--- config.mk ---
export PLATFORM = sky130hd
export DESIGN_NAME = kbc_selftest_stub
export DESIGN_NICKNAME = d
export VERILOG_FILES = /design/src/rtl/kbc_pkg.sv /design/src/rtl/kbc_decode.sv /design/src/rtl/kbc_cmd_latch.sv /design/src/rtl/kbc_resp.sv /design/src/rtl/kbc_selftest_stub.sv
export SDC_FILE = /design/constraint.sdc
export NUM_CORES = 1
export LEC_CHECK = 0
export ABC_AREA = 1
export BUFFER_PORTS_ARGS = -buffer_cell sky130_fd_sc_hd__buf_4
export CORE_ASPECT_RATIO = 0.75
export CORE_MARGIN = 4
export CORE_UTILIZATION = 39
export DETAILED_ROUTE_END_ITERATION = 12
export PLACE_DENSITY = 0.84
export SLEW_MARGIN = 20
export SYNTH_ARGS = -nofsm -noshare
export SYNTH_HDL_FRONTEND = slang
export SYNTH_HIERARCHICAL = 1
export SYNTH_SLANG_ARGS = --single-unit
--- constraint.sdc ---
create_clock -name clk -period 1.5 [get_ports clk]
set_input_delay 0.225 -clock clk [delete_from_list [all_inputs] [get_ports clk]]
set_output_delay 0.225 -clock clk [all_outputs]
set_load 0.01 [all_outputs]
--- src/rtl/kbc_pkg.sv ---
package kbc_pkg;

  localparam int unsigned KBC_BYTE_W = 8;

  // Port offsets; the host decodes these, so they are fixed.
  localparam logic [7:0] KBC_OFS_DATA = 8'h00;
  localparam logic [7:0] KBC_OFS_CTRL = 8'h04;

  localparam logic [7:0] KBC_OP_SELFTEST = 8'hAA;
  localparam logic [7:0] KBC_CODE_PASS   = 8'h55;
  localparam logic [7:0] KBC_STAT_OBF    = 8'h01;
  localparam logic [7:0] KBC_RESET_CMD   = 8'h00;

  typedef enum logic [1:0] {
    KBC_SZ_B1 = 2'd0,
    KBC_SZ_B2 = 2'd1,
    KBC_SZ_B4 = 2'd2,
    KBC_SZ_B8 = 2'd3
  } kbc_size_e;

  typedef struct packed {
    logic hit_data;
    logic hit_ctrl;
    logic bad_ofs;
    logic wr_ok;
    logic wr_wide;
    logic rd_data;
    logic rd_ctrl;
  } kbc_dec_t;

  // Reply byte for a data-port read given the held command.
  function automatic logic [7:0] kbc_data_reply(input logic [7:0] cmd);
    return (cmd == KBC_OP_SELFTEST) ? KBC_CODE_PASS : 8'h00;
  endfunction

  function automatic logic kbc_is_byte(input logic [1:0] sz);
    return kbc_size_e'(sz) == KBC_SZ_B1;
  endfunction

endpackage

--- src/rtl/kbc_decode.sv ---
module kbc_decode
  import kbc_pkg::*;
#(
  parameter int unsigned ADDR_W = 3
) (
  input  logic              req_valid,
  input  logic              req_write,
  input  logic [ADDR_W-1:0] req_addr,
  input  logic [1:0]        req_size,
  output kbc_dec_t          dec
);

  localparam logic [ADDR_W-1:0] OfsData = ADDR_W'(KBC_OFS_DATA);
  localparam logic [ADDR_W-1:0] OfsCtrl = ADDR_W'(KBC_OFS_CTRL);

  logic is_byte;

  always_comb begin
    is_byte      = kbc_is_byte(req_size);
    dec.hit_data = req_valid && (req_addr == OfsData);
    dec.hit_ctrl = req_valid && (req_addr == OfsCtrl);
    dec.bad_ofs  = req_valid && !dec.hit_data && !dec.hit_ctrl;
    dec.wr_ok    = req_write && (dec.hit_data || dec.hit_ctrl) && is_byte;
    dec.wr_wide  = req_write && (dec.hit_data || dec.hit_ctrl) && !is_byte;
    dec.rd_data  = !req_write && dec.hit_data;
    dec.rd_ctrl  = !req_write && dec.hit_ctrl;
  end

endmodule

--- src/rtl/kbc_cmd_latch.sv ---
module kbc_cmd_latch
  import kbc_pkg::*;
(
  input  logic       clk,
  input  logic       rst_n,
  input  logic       load,
  input  logic       reject,
  input  logic [7:0] wbyte,
  output logic [7:0] cmd_q
);

  always_ff @(posedge clk or negedge rst_n) begin
    if (!rst_n) cmd_q <= KBC_RESET_CMD;
    else if (load) cmd_q <= wbyte;
  end

  // a rejected wide write must not disturb the held command
  a_r6_wide_keeps_cmd: assert property (@(posedge clk) disable iff (!rst_n)
    reject |=> $stable(cmd_q));

  // an accepted write is held from the next cycle
  a_r4_load_takes_byte: assert property (@(posedge clk) disable iff (!rst_n)
    load |=> (cmd_q == $past(wbyte)));

endmodule

--- src/rtl/kbc_resp.sv ---
module kbc_resp
  import kbc_pkg::*;
#(
  parameter int unsigned DATA_W = 32
) (
  input  logic              clk,
  input  logic              rst_n,
  input  logic              req_valid,
  input  kbc_dec_t          dec,
  input  logic [7:0]        cmd_q,
  output logic              rsp_valid,
  output logic              rsp_err,
  output logic [DATA_W-1:0] rsp_rdata
);

  localparam int unsigned PadW = DATA_W - KBC_BYTE_W;

  logic [7:0] rd_byte;
  logic       err_d;

  always_comb begin
    rd_byte = 8'h00;
    if (dec.rd_data) rd_byte = kbc_data_reply(cmd_q);
    else if (dec.rd_ctrl) rd_byte = KBC_STAT_OBF;
    err_d = dec.bad_ofs || dec.wr_wide;
  end

  always_ff @(posedge clk or negedge rst_n) begin
    if (!rst_n) begin
      rsp_valid <= 1'b0;
      rsp_err   <= 1'b0;
      rsp_rdata <= '0;
    end else begin
      rsp_valid <= req_valid;
      rsp_err   <= req_valid && err_d;
      rsp_rdata <= req_valid ? {{PadW{1'b0}}, rd_byte} : '0;
    end
  end

  // one response per request, one cycle later
  a_r2_rsp_follows_req: assert property (@(posedge clk) disable iff (!rst_n)
    req_valid |=> rsp_valid);
  a_r2_no_spurious_rsp: assert property (@(posedge clk) disable iff (!rst_n)
    !req_valid |=> !rsp_valid);
  // errored responses carry no data
  a_r8_err_zero_data: assert property (@(posedge clk) disable iff (!rst_n)
    (rsp_valid && rsp_err) |-> (rsp_rdata == '0));
  // status reads report only output-buffer-full
  a_r3_status_obf: assert property (@(posedge clk) disable iff (!rst_n)
    dec.rd_ctrl |=> (rsp_rdata == DATA_W'(1) && !rsp_err));
  // self-test opcode held gives pass code
  a_r5_pass_code: assert property (@(posedge clk) disable iff (!rst_n)
    (dec.rd_data && cmd_q == KBC_OP_SELFTEST) |=> (rsp_rdata == DATA_W'(8'h55)));

endmodule

--- src/rtl/kbc_selftest_stub.sv ---
module kbc_selftest_stub
  import kbc_pkg::*;
#(
  parameter int unsigned ADDR_W = 3,
  parameter int unsigned DATA_W = 32
) (
  input  logic              clk,
  input  logic              rst_n,
  input  logic              req_valid,
  input  logic              req_write,
  input  logic [ADDR_W-1:0] req_addr,
  input  logic [1:0]        req_size,
  input  logic [DATA_W-1:0] req_wdata,
  output logic              rsp_valid,
  output logic              rsp_err,
  output logic [DATA_W-1:0] rsp_rdata
);

  kbc_dec_t   dec;
  logic [7:0] cmd_q;
  logic [7:0] wbyte;

  assign wbyte = req_wdata[7:0];

  kbc_decode #(.ADDR_W(ADDR_W)) u_dec (
    .req_valid (req_valid),
    .req_write (req_write),
    .req_addr  (req_addr),
    .req_size  (req_size),
    .dec       (dec)
  );

  kbc_cmd_latch u_cmd (
    .clk    (clk),
    .rst_n  (rst_n),
    .load   (dec.wr_ok),
    .reject (dec.wr_wide || (req_write && dec.bad_ofs)),
    .wbyte  (wbyte),
    .cmd_q  (cmd_q)
  );

  kbc_resp #(.DATA_W(DATA_W)) u_rsp (
    .clk       (clk),
    .rst_n     (rst_n),
    .req_valid (req_valid),
    .dec       (dec),
    .cmd_q     (cmd_q),
    .rsp_valid (rsp_valid),
    .rsp_err   (rsp_err),
    .rsp_rdata (rsp_rdata)
  );

  // accepted writes answer cleanly
  a_r9_write_clean: assert property (@(posedge clk) disable iff (!rst_n)
    dec.wr_ok |=> (!rsp_err && rsp_rdata == '0));
  // writes at a bad offset do not reach the command byte
  a_r8_bad_write_keeps: assert property (@(posedge clk) disable iff (!rst_n)
    (req_write && dec.bad_ofs) |=> $stable(cmd_q));

endmodule

==> impl_metrics.prom, run 1 <==
# TYPE chip_impl_metric gauge
chip_impl_metric{name="critical_path.max_fanout",unit=""} 3
chip_impl_metric{name="initial_utilization",unit="%"} 43.1
chip_impl_metric{name="drt-total-wl",unit="µm"} 1380
chip_impl_info{name="hold_path.startpoint",value="req_valid"} 1
chip_impl_info{name="start_kind",value="flop"} 1
chip_impl_metric{name="synthesis.area",unit="µm²"} 786
chip_impl_metric{name="grt_pass1_wl",unit="µm"} 2040
chip_impl_metric{name="cp.required",unit="ps"} 1270
chip_impl_metric{name="design.die.area",unit="µm²"} 2800
chip_impl_metric{name="setup.reg_to_reg.worst_slack",unit="ps"} 700
chip_impl_metric{name="placementRows",unit=""} 13
chip_impl_metric{name="drt_iter0_drc",unit=""} 4
chip_impl_metric{name="clock_sinks",unit=""} 12
chip_impl_info{name="timing.hold.worst_endpoint",value="u_rsp/rsp_valid"} 1
chip_impl_info{name="rr_startpoint",value="u_cmd/cmd_q[6]"} 1
chip_impl_metric{name="post_dp_area",unit="µm²"} 851
chip_impl_metric{name="synth-warning-count",unit=""} 6
chip_impl_info{name="rsz0062_at_grt",value="no"} 1
chip_impl_metric{name="drcViolationCount",unit=""} 0
chip_impl_metric{name="grt_max_degree",unit=""} 13
chip_impl_info{name="critical-path-top-delay-family",value="flip-flops"} 1
chip_impl_metric{name="num_io_pins",unit=""} 75
chip_impl_metric{name="postLayoutCellArea",unit="µm²"} 897
chip_impl_metric{name="depth_of_the_worst_hold_timing_path",unit=""} 1
chip_impl_metric{name="timing.fmax",unit="MHz"} 974
chip_impl_metric{name="gr-total-overflow",unit=""} 0
chip_impl_info{name="clk_root_buffer_cell",value="sky130_fd_sc_hd__clkbuf_4"} 1
chip_impl_metric{name="layout_worst_path_cycle_share",unit="%"} 68.5
chip_impl_metric{name="antenna_found_initial",unit=""} 0
chip_impl_metric{name="gp_routability_congestion",unit=""} 0.817
chip_impl_metric{name="synthesis.instances",unit=""} 106
chip_impl_metric{name="detail_route.first_pass.iterations",unit=""} 2
chip_impl_metric{name="cts-buffers-inserted",unit=""} 3
chip_impl_metric{name="post_route_cells_drive_above_1_share",unit="%"} 24.6
chip_impl_metric{name="cts.repair.resized",unit=""} 0
chip_impl_metric{name="finalHoldViolations",unit=""} 0
chip_impl_metric{name="setup_viol_count_final",unit=""} 0
chip_impl_info{name="end_kind",value="output pin"} 1
chip_impl_metric{name="ctsHtreeMaxLevel",unit=""} 1
chip_impl_metric{name="timing.reg2reg.worst_path_depth",unit=""} 5
chip_impl_metric{name="clock_insertion_delay_worst_skew",unit="ps"} 270
chip_impl_metric{name="place_hpwl",unit="µm"} 1190
chip_impl_info{name="timing.rr.end",value="u_rsp/rsp_rdata[0]"} 1
chip_impl_info{name="critical_path_top_delay_cell",value="sky130_fd_sc_hd__dfrtp_1"} 1
chip_impl_metric{name="detail-route-antenna-nets",unit=""} 0
chip_impl_metric{name="postSynthAreaPerCell",unit="µm²"} 7.41
chip_impl_metric{name="area.sequential",unit="µm²"} 300
chip_impl_metric{name="leakagePower",unit="µW"} 0.000553
chip_impl_metric{name="maxSlewViolCount",unit=""} 0
chip_impl_metric{name="routedWlPerCell",unit="µm"} 9.07
chip_impl_metric{name="pwr_density_cell",unit="nW/µm²"} 878
chip_impl_info{name="cts_tree",value="built"} 1
chip_impl_metric{name="path_clk_slew",unit="ps"} 70
chip_impl_info{name="outcome",value="complete, no violations"} 1
chip_impl_metric{name="insertedDiodeCount",unit=""} 0
chip_impl_info{name="worstSetupPathType",value="reg2out"} 1
chip_impl_info{name="hp-class",value="in2reg"} 1
chip_impl_metric{name="via_count_of_the_first_global_routing_pass",unit=""} 515
chip_impl_metric{name="drt-vias-per-instance",unit=""} 3.76
chip_impl_metric{name="timing.final.crit_period",unit="ps"} 1030
chip_impl_metric{name="ctsLongestPathBuffers",unit=""} 2
chip_impl_info{name="path_cells",value="buf_4"} 1
chip_impl_metric{name="fill_cells",unit=""} 197
chip_impl_metric{name="die_h",unit="µm"} 46.9
chip_impl_metric{name="placement.io_buffers",unit=""} 22
chip_impl_metric{name="vdd.ir_drop.worst",unit="µV"} 526
chip_impl_metric{name="floorplan.die.width",unit="µm"} 59.8
chip_impl_metric{name="syn2layout_area_growth",unit="%"} 14.2
chip_impl_metric{name="worst-path-buf-inv",unit=""} 1
chip_impl_metric{name="multi_input_comb_area",unit="µm²"} 305
chip_impl_metric{name="slowest_delay",unit="ps"} 390
chip_impl_metric{name="maxCapViolations",unit=""} 0
chip_impl_metric{name="fin_setup_tns",unit="ps"} 0
chip_impl_metric{name="vias",unit=""} 572
chip_impl_metric{name="all_layer_global_routing_usage",unit="%"} 10.0
chip_impl_metric{name="worst-endpoint-arrival",unit="ps"} 800
chip_impl_metric{name="skew",unit="ps"} 5.68
chip_impl_metric{name="number_of_nets_in_the_finished_design",unit=""} 172
chip_impl_metric{name="placeable_core_region",unit="µm²"} 1820
[registers in the layout, indices dropped and copies added, names as in the netlist]
signal and cells:
u_rsp/rsp_err 1, u_rsp/rsp_rdata 2, u_cmd/cmd_q 8, u_rsp/rsp_valid 1
[through the flow]
stage	cells	setup slack, ps	power (µW)	util, %	hold WS [ps]
finish	152	473	787	49.2	120
global route	152	410	856	49.2	98.5
CTS	152	449	804	49.2	103
detailed placement	147	257	546	46.7	74.2
global placement	147	322	536	46.7	65.4
floorplan	133	586	535	-	-70.6
[cell usage in the layout, fill, tap and decap left out]
cell,n
sky130_fd_sc_hd__inv_2,2
sky130_fd_sc_hd__nor2_2,2
sky130_fd_sc_hd__nor2_1,11
sky130_fd_sc_hd__dfrtp_1,12
sky130_fd_sc_hd__inv_1,10
sky130_fd_sc_hd__nand3_1,1
sky130_fd_sc_hd__nand2_1,35
sky130_fd_sc_hd__clkbuf_8,1
sky130_fd_sc_hd__dlygate4sd3_1,1
sky130_fd_sc_hd__nor3_2,1
sky130_fd_sc_hd__conb_1,28
sky130_fd_sc_hd__clkbuf_4,3
sky130_fd_sc_hd__buf_4,23
[power breakdown]
part           leakage, µW  switching [µW]  internal (µW)  total, µW
registers         0.000156            21.5            366        388
clock network    0.0000210            98.4            147        246
logic             0.000375            92.9           60.7        154
[worst max path at each step]
stage | from | end | depth (start not counted)
final | u_rsp/rsp_rdata[4] | rsp_rdata[4] | 1
after global routing | req_addr[1] | u_cmd/cmd_q[3] | 7
after CTS | u_rsp/rsp_rdata[4] | rsp_rdata[4] | 1
after detailed placement | req_addr[1] | u_cmd/cmd_q[6] | 7
after global placement | req_addr[1] | u_cmd/cmd_q[0] | 7
after floorplan | req_addr[1] | u_cmd/cmd_q[0] | 7
[what timing repair did]
item / 4_1_cts / 5_1_grt
endpoints found under the hold margin: 12 / 0
hold buffers: 1 / 0
setup buffers: 0 / 0
[area by class of cell]
class                   count  area share, %
flip-flops and latches     12           33.5
repair buffers             24           20.4
well taps                  22           3.07
multi-input cells          78           34.0
inverters                  12           5.02
clock buffers               4           4.04
[per-layer routing]
layer | part of all wire, % | GRT usage, %
met1 | 38 | 9.87
met3 | 14 | 6.04
met2 | 48 | 18.3
met5 | 0 | 0
met4 | 0 | 2.21
(Power assumes the default switching activity.)
==> run 2: changes to the inputs <==
--- a/config.mk
+++ b/config.mk
@@ -9,9 +9,9 @@
 export BUFFER_PORTS_ARGS = -buffer_cell sky130_fd_sc_hd__buf_4
 export CORE_ASPECT_RATIO = 0.75
 export CORE_MARGIN = 4
-export CORE_UTILIZATION = 39
+export CORE_UTILIZATION = 33
 export DETAILED_ROUTE_END_ITERATION = 12
-export PLACE_DENSITY = 0.84
+export PLACE_DENSITY = 0.76
 export SLEW_MARGIN = 20
 export SYNTH_ARGS = -nofsm -noshare
 export SYNTH_HDL_FRONTEND = slang
==> constraint.sdc (replaced) <==
create_clock -name clk -period 0.9 [get_ports clk]
set_input_delay 0.135 -clock clk [delete_from_list [all_inputs] [get_ports clk]]
set_output_delay 0.135 -clock clk [all_outputs]
set_load 0.01 [all_outputs]
==> impl_metrics.prom, run 2 (synthesized netlist as in run 1, its figures left out) <==
# TYPE chip_impl_metric gauge
chip_impl_info{name="outcome",value="finished, violations left"} 1
chip_impl_info{name="failed_checks",value="negative setup slack"} 1
chip_impl_info{name="cts_tree",value="built"} 1
chip_impl_info{name="max_flop_register",value="u_cmd/cmd_q"} 1
chip_impl_metric{name="antenna_found_initial",unit=""} 0
chip_impl_metric{name="clock_sinks",unit=""} 12
chip_impl_metric{name="placementRows",unit=""} 15
chip_impl_info{name="mostFrequentLayoutCell",value="sky130_fd_sc_hd__nand2_1"} 1
chip_impl_metric{name="drt_iter0_drc",unit=""} 17
chip_impl_metric{name="num_io_pins",unit=""} 75
chip_impl_metric{name="setup_viol_count_final",unit=""} 3
chip_impl_metric{name="pwr_density_cell",unit="nW/µm²"} 1400
chip_impl_metric{name="post-cts-setup-buffers",unit=""} 0
chip_impl_metric{name="place_hpwl",unit="µm"} 1180
chip_impl_metric{name="post_route_cells_drive_above_1_share",unit="%"} 26.9
chip_impl_metric{name="skew",unit="ps"} 0.740
chip_impl_metric{name="critical_path.max_fanout",unit=""} 3
chip_impl_info{name="critical-path-top-delay-family",value="flip-flops"} 1
chip_impl_metric{name="worst-path-buf-inv",unit=""} 1
chip_impl_metric{name="maxCapViolations",unit=""} 0
chip_impl_info{name="start_kind",value="flop"} 1
chip_impl_info{name="clk_root_buffer_cell",value="sky130_fd_sc_hd__clkbuf_4"} 1
chip_impl_metric{name="finalHoldViolations",unit=""} 0
chip_impl_info{name="mostFrequentLayoutCells",value="35 x sky130_fd_sc_hd__nand2_1, 28 x sky130_fd_sc_hd__conb_1, 24 x sky130_fd_sc_hd__buf_4, 12 x sky130_fd_sc_hd__dfrtp_1, 11 x sky130_fd_sc_hd__nor2_1"} 1
chip_impl_info{name="critical_path_top_delay_cell",value="sky130_fd_sc_hd__dfrtp_1"} 1
chip_impl_metric{name="drt-vias-per-instance",unit=""} 3.53
chip_impl_metric{name="cts-buffers-inserted",unit=""} 3
chip_impl_metric{name="layout_worst_path_cycle_share",unit="%"} 104
chip_impl_metric{name="vias",unit=""} 593
chip_impl_metric{name="clock_insertion_delay_worst_skew",unit="ps"} 260
chip_impl_metric{name="largest_register_ff_count",unit=""} 8
chip_impl_metric{name="cp.required",unit="ps"} 760
chip_impl_metric{name="drcViolationCount",unit=""} 0
chip_impl_metric{name="preCtsSetupSlack",unit="ps"} -180
chip_impl_metric{name="leakagePower",unit="µW"} 0.000576
chip_impl_info{name="hp-class",value="in2reg"} 1
chip_impl_info{name="biggestRegsByFlops",value="u_cmd/cmd_q (8), u_rsp/rsp_rdata (2)"} 1
chip_impl_metric{name="syn2layout_area_growth",unit="%"} 21.3
chip_impl_info{name="worstSetupPathType",value="reg2out"} 1
chip_impl_metric{name="detail-route-antenna-nets",unit=""} 0
chip_impl_metric{name="routedWlPerCell",unit="µm"} 8.16
chip_impl_metric{name="grt_pass1_wl",unit="µm"} 2200
chip_impl_metric{name="placement.io_buffers",unit=""} 22
chip_impl_metric{name="slowest_delay",unit="ps"} 390
chip_impl_metric{name="timing.final.crit_period",unit="ps"} 938
chip_impl_metric{name="number_of_nets_in_the_finished_design",unit=""} 176
chip_impl_metric{name="insertedDiodeCount",unit=""} 0
chip_impl_metric{name="initial_utilization",unit="%"} 34.3
chip_impl_metric{name="ctsHtreeMaxLevel",unit=""} 1
chip_impl_metric{name="gr-total-overflow",unit=""} 0
chip_impl_info{name="path_cells",value="buf_4"} 1
chip_impl_metric{name="path_clk_slew",unit="ps"} 70
chip_impl_metric{name="floorplan.die.width",unit="µm"} 64.3
chip_impl_metric{name="design.die.area",unit="µm²"} 3230
chip_impl_metric{name="timing.fmax",unit="MHz"} 1070
chip_impl_metric{name="power_total",unit="µW"} 1330
chip_impl_metric{name="detail_route.first_pass.iterations",unit=""} 4
chip_impl_info{name="end_kind",value="output pin"} 1
chip_impl_metric{name="grt_max_degree",unit=""} 13
chip_impl_metric{name="ctsLongestPathBuffers",unit=""} 2
chip_impl_metric{name="setup.reg_to_reg.worst_slack",unit="ps"} 110
chip_impl_metric{name="drt-total-wl",unit="µm"} 1370
chip_impl_metric{name="placeable_core_region",unit="µm²"} 2290
chip_impl_metric{name="all_layer_global_routing_usage",unit="%"} 8.83
chip_impl_metric{name="die_h",unit="µm"} 50.3
chip_impl_metric{name="worst-endpoint-arrival",unit="ps"} 800
chip_impl_metric{name="maxSlewViolCount",unit=""} 0
chip_impl_metric{name="via_count_of_the_first_global_routing_pass",unit=""} 528
chip_impl_metric{name="vdd.ir_drop.worst",unit="µV"} 495
chip_impl_metric{name="postLayoutSetupSlackWorst",unit="ps"} -37.8
chip_impl_metric{name="gp_routability_congestion",unit=""} 0.733
chip_impl_info{name="rsz0062_at_grt",value="yes"} 1
[run 2: tightest hold or removal path, stage by stage]
cell	delay, ps
sky130_fd_sc_hd__buf_4	70
sky130_fd_sc_hd__nand2_1	40
sky130_fd_sc_hd__nand2_1	50
[run 2: layout make-up]
type	instances	area (µm²)
timing repair buffer	28	224
fill	254	1340
clock buffer	4	36.3
inverter	12	45.0
sequential	12	300
tap	34	42.5
multi-input combinational	78	305
[run 2: worst paths after layout]
path,startpoint,to,cells past startpoint
min in group asynchronous,rst_n,u_cmd/cmd_q[4],2
hold reg to reg,u_cmd/cmd_q[3],u_cmd/cmd_q[3],2
hold / removal,req_wdata[2],u_cmd/cmd_q[2],3
setup reg to reg,u_cmd/cmd_q[4],u_rsp/rsp_rdata[0],5
max in group asynchronous,rst_n,u_cmd/cmd_q[2],2
setup / recovery,u_rsp/rsp_rdata[4],rsp_rdata[4],1
[run 2: timing repair]
action | 4_1_cts | 5_1_grt
hold buffers | 1 | 0
resized for setup | 3 | 0
hold endpoints to repair | 12 | 0
pin swaps | 0 | 0
setup endpoints to repair | 6 | 6
cloned | 0 | 0
[run 2: stage by stage]
stage | instances | TNS [ps] | util, % | area (µm²) | hold slack [ps]
2_1_floorplan | 133 | 0 | - | 887 | -161
3_3_place_gp | 163 | -1340 | 39.1 | 896 | -24.7
3_5_place_dp | 163 | -1530 | 39.1 | 896 | -18.6
4_1_cts | 168 | -154 | 41.6 | 953 | 58.8
5_1_grt | 168 | -301 | 41.6 | 953 | 61.0
6_report | 168 | -113 | 41.6 | 953 | 67.2
[run 2: metal layers]
metal	GRT usage, %	wire length [µm]	vias to the layer above
met5	0	0	-
met4	1.05	2	0
met3	5.15	190	2
met2	14.4	613	37
met1	10.4	564	249
li1	-	-	305
[run 2: report_power, final]
| part | total, µW | leakage (µW) | switching [µW] | internal (µW) |
|---|---|---|---|---|
| clock network | 413 | 0.0000210 | 167 | 246 |
| logic | 271 | 0.000399 | 158 | 113 |
| registers | 647 | 0.000156 | 36.8 | 611 |
| total | 1330 | 0.000576 | 362 | 969 |
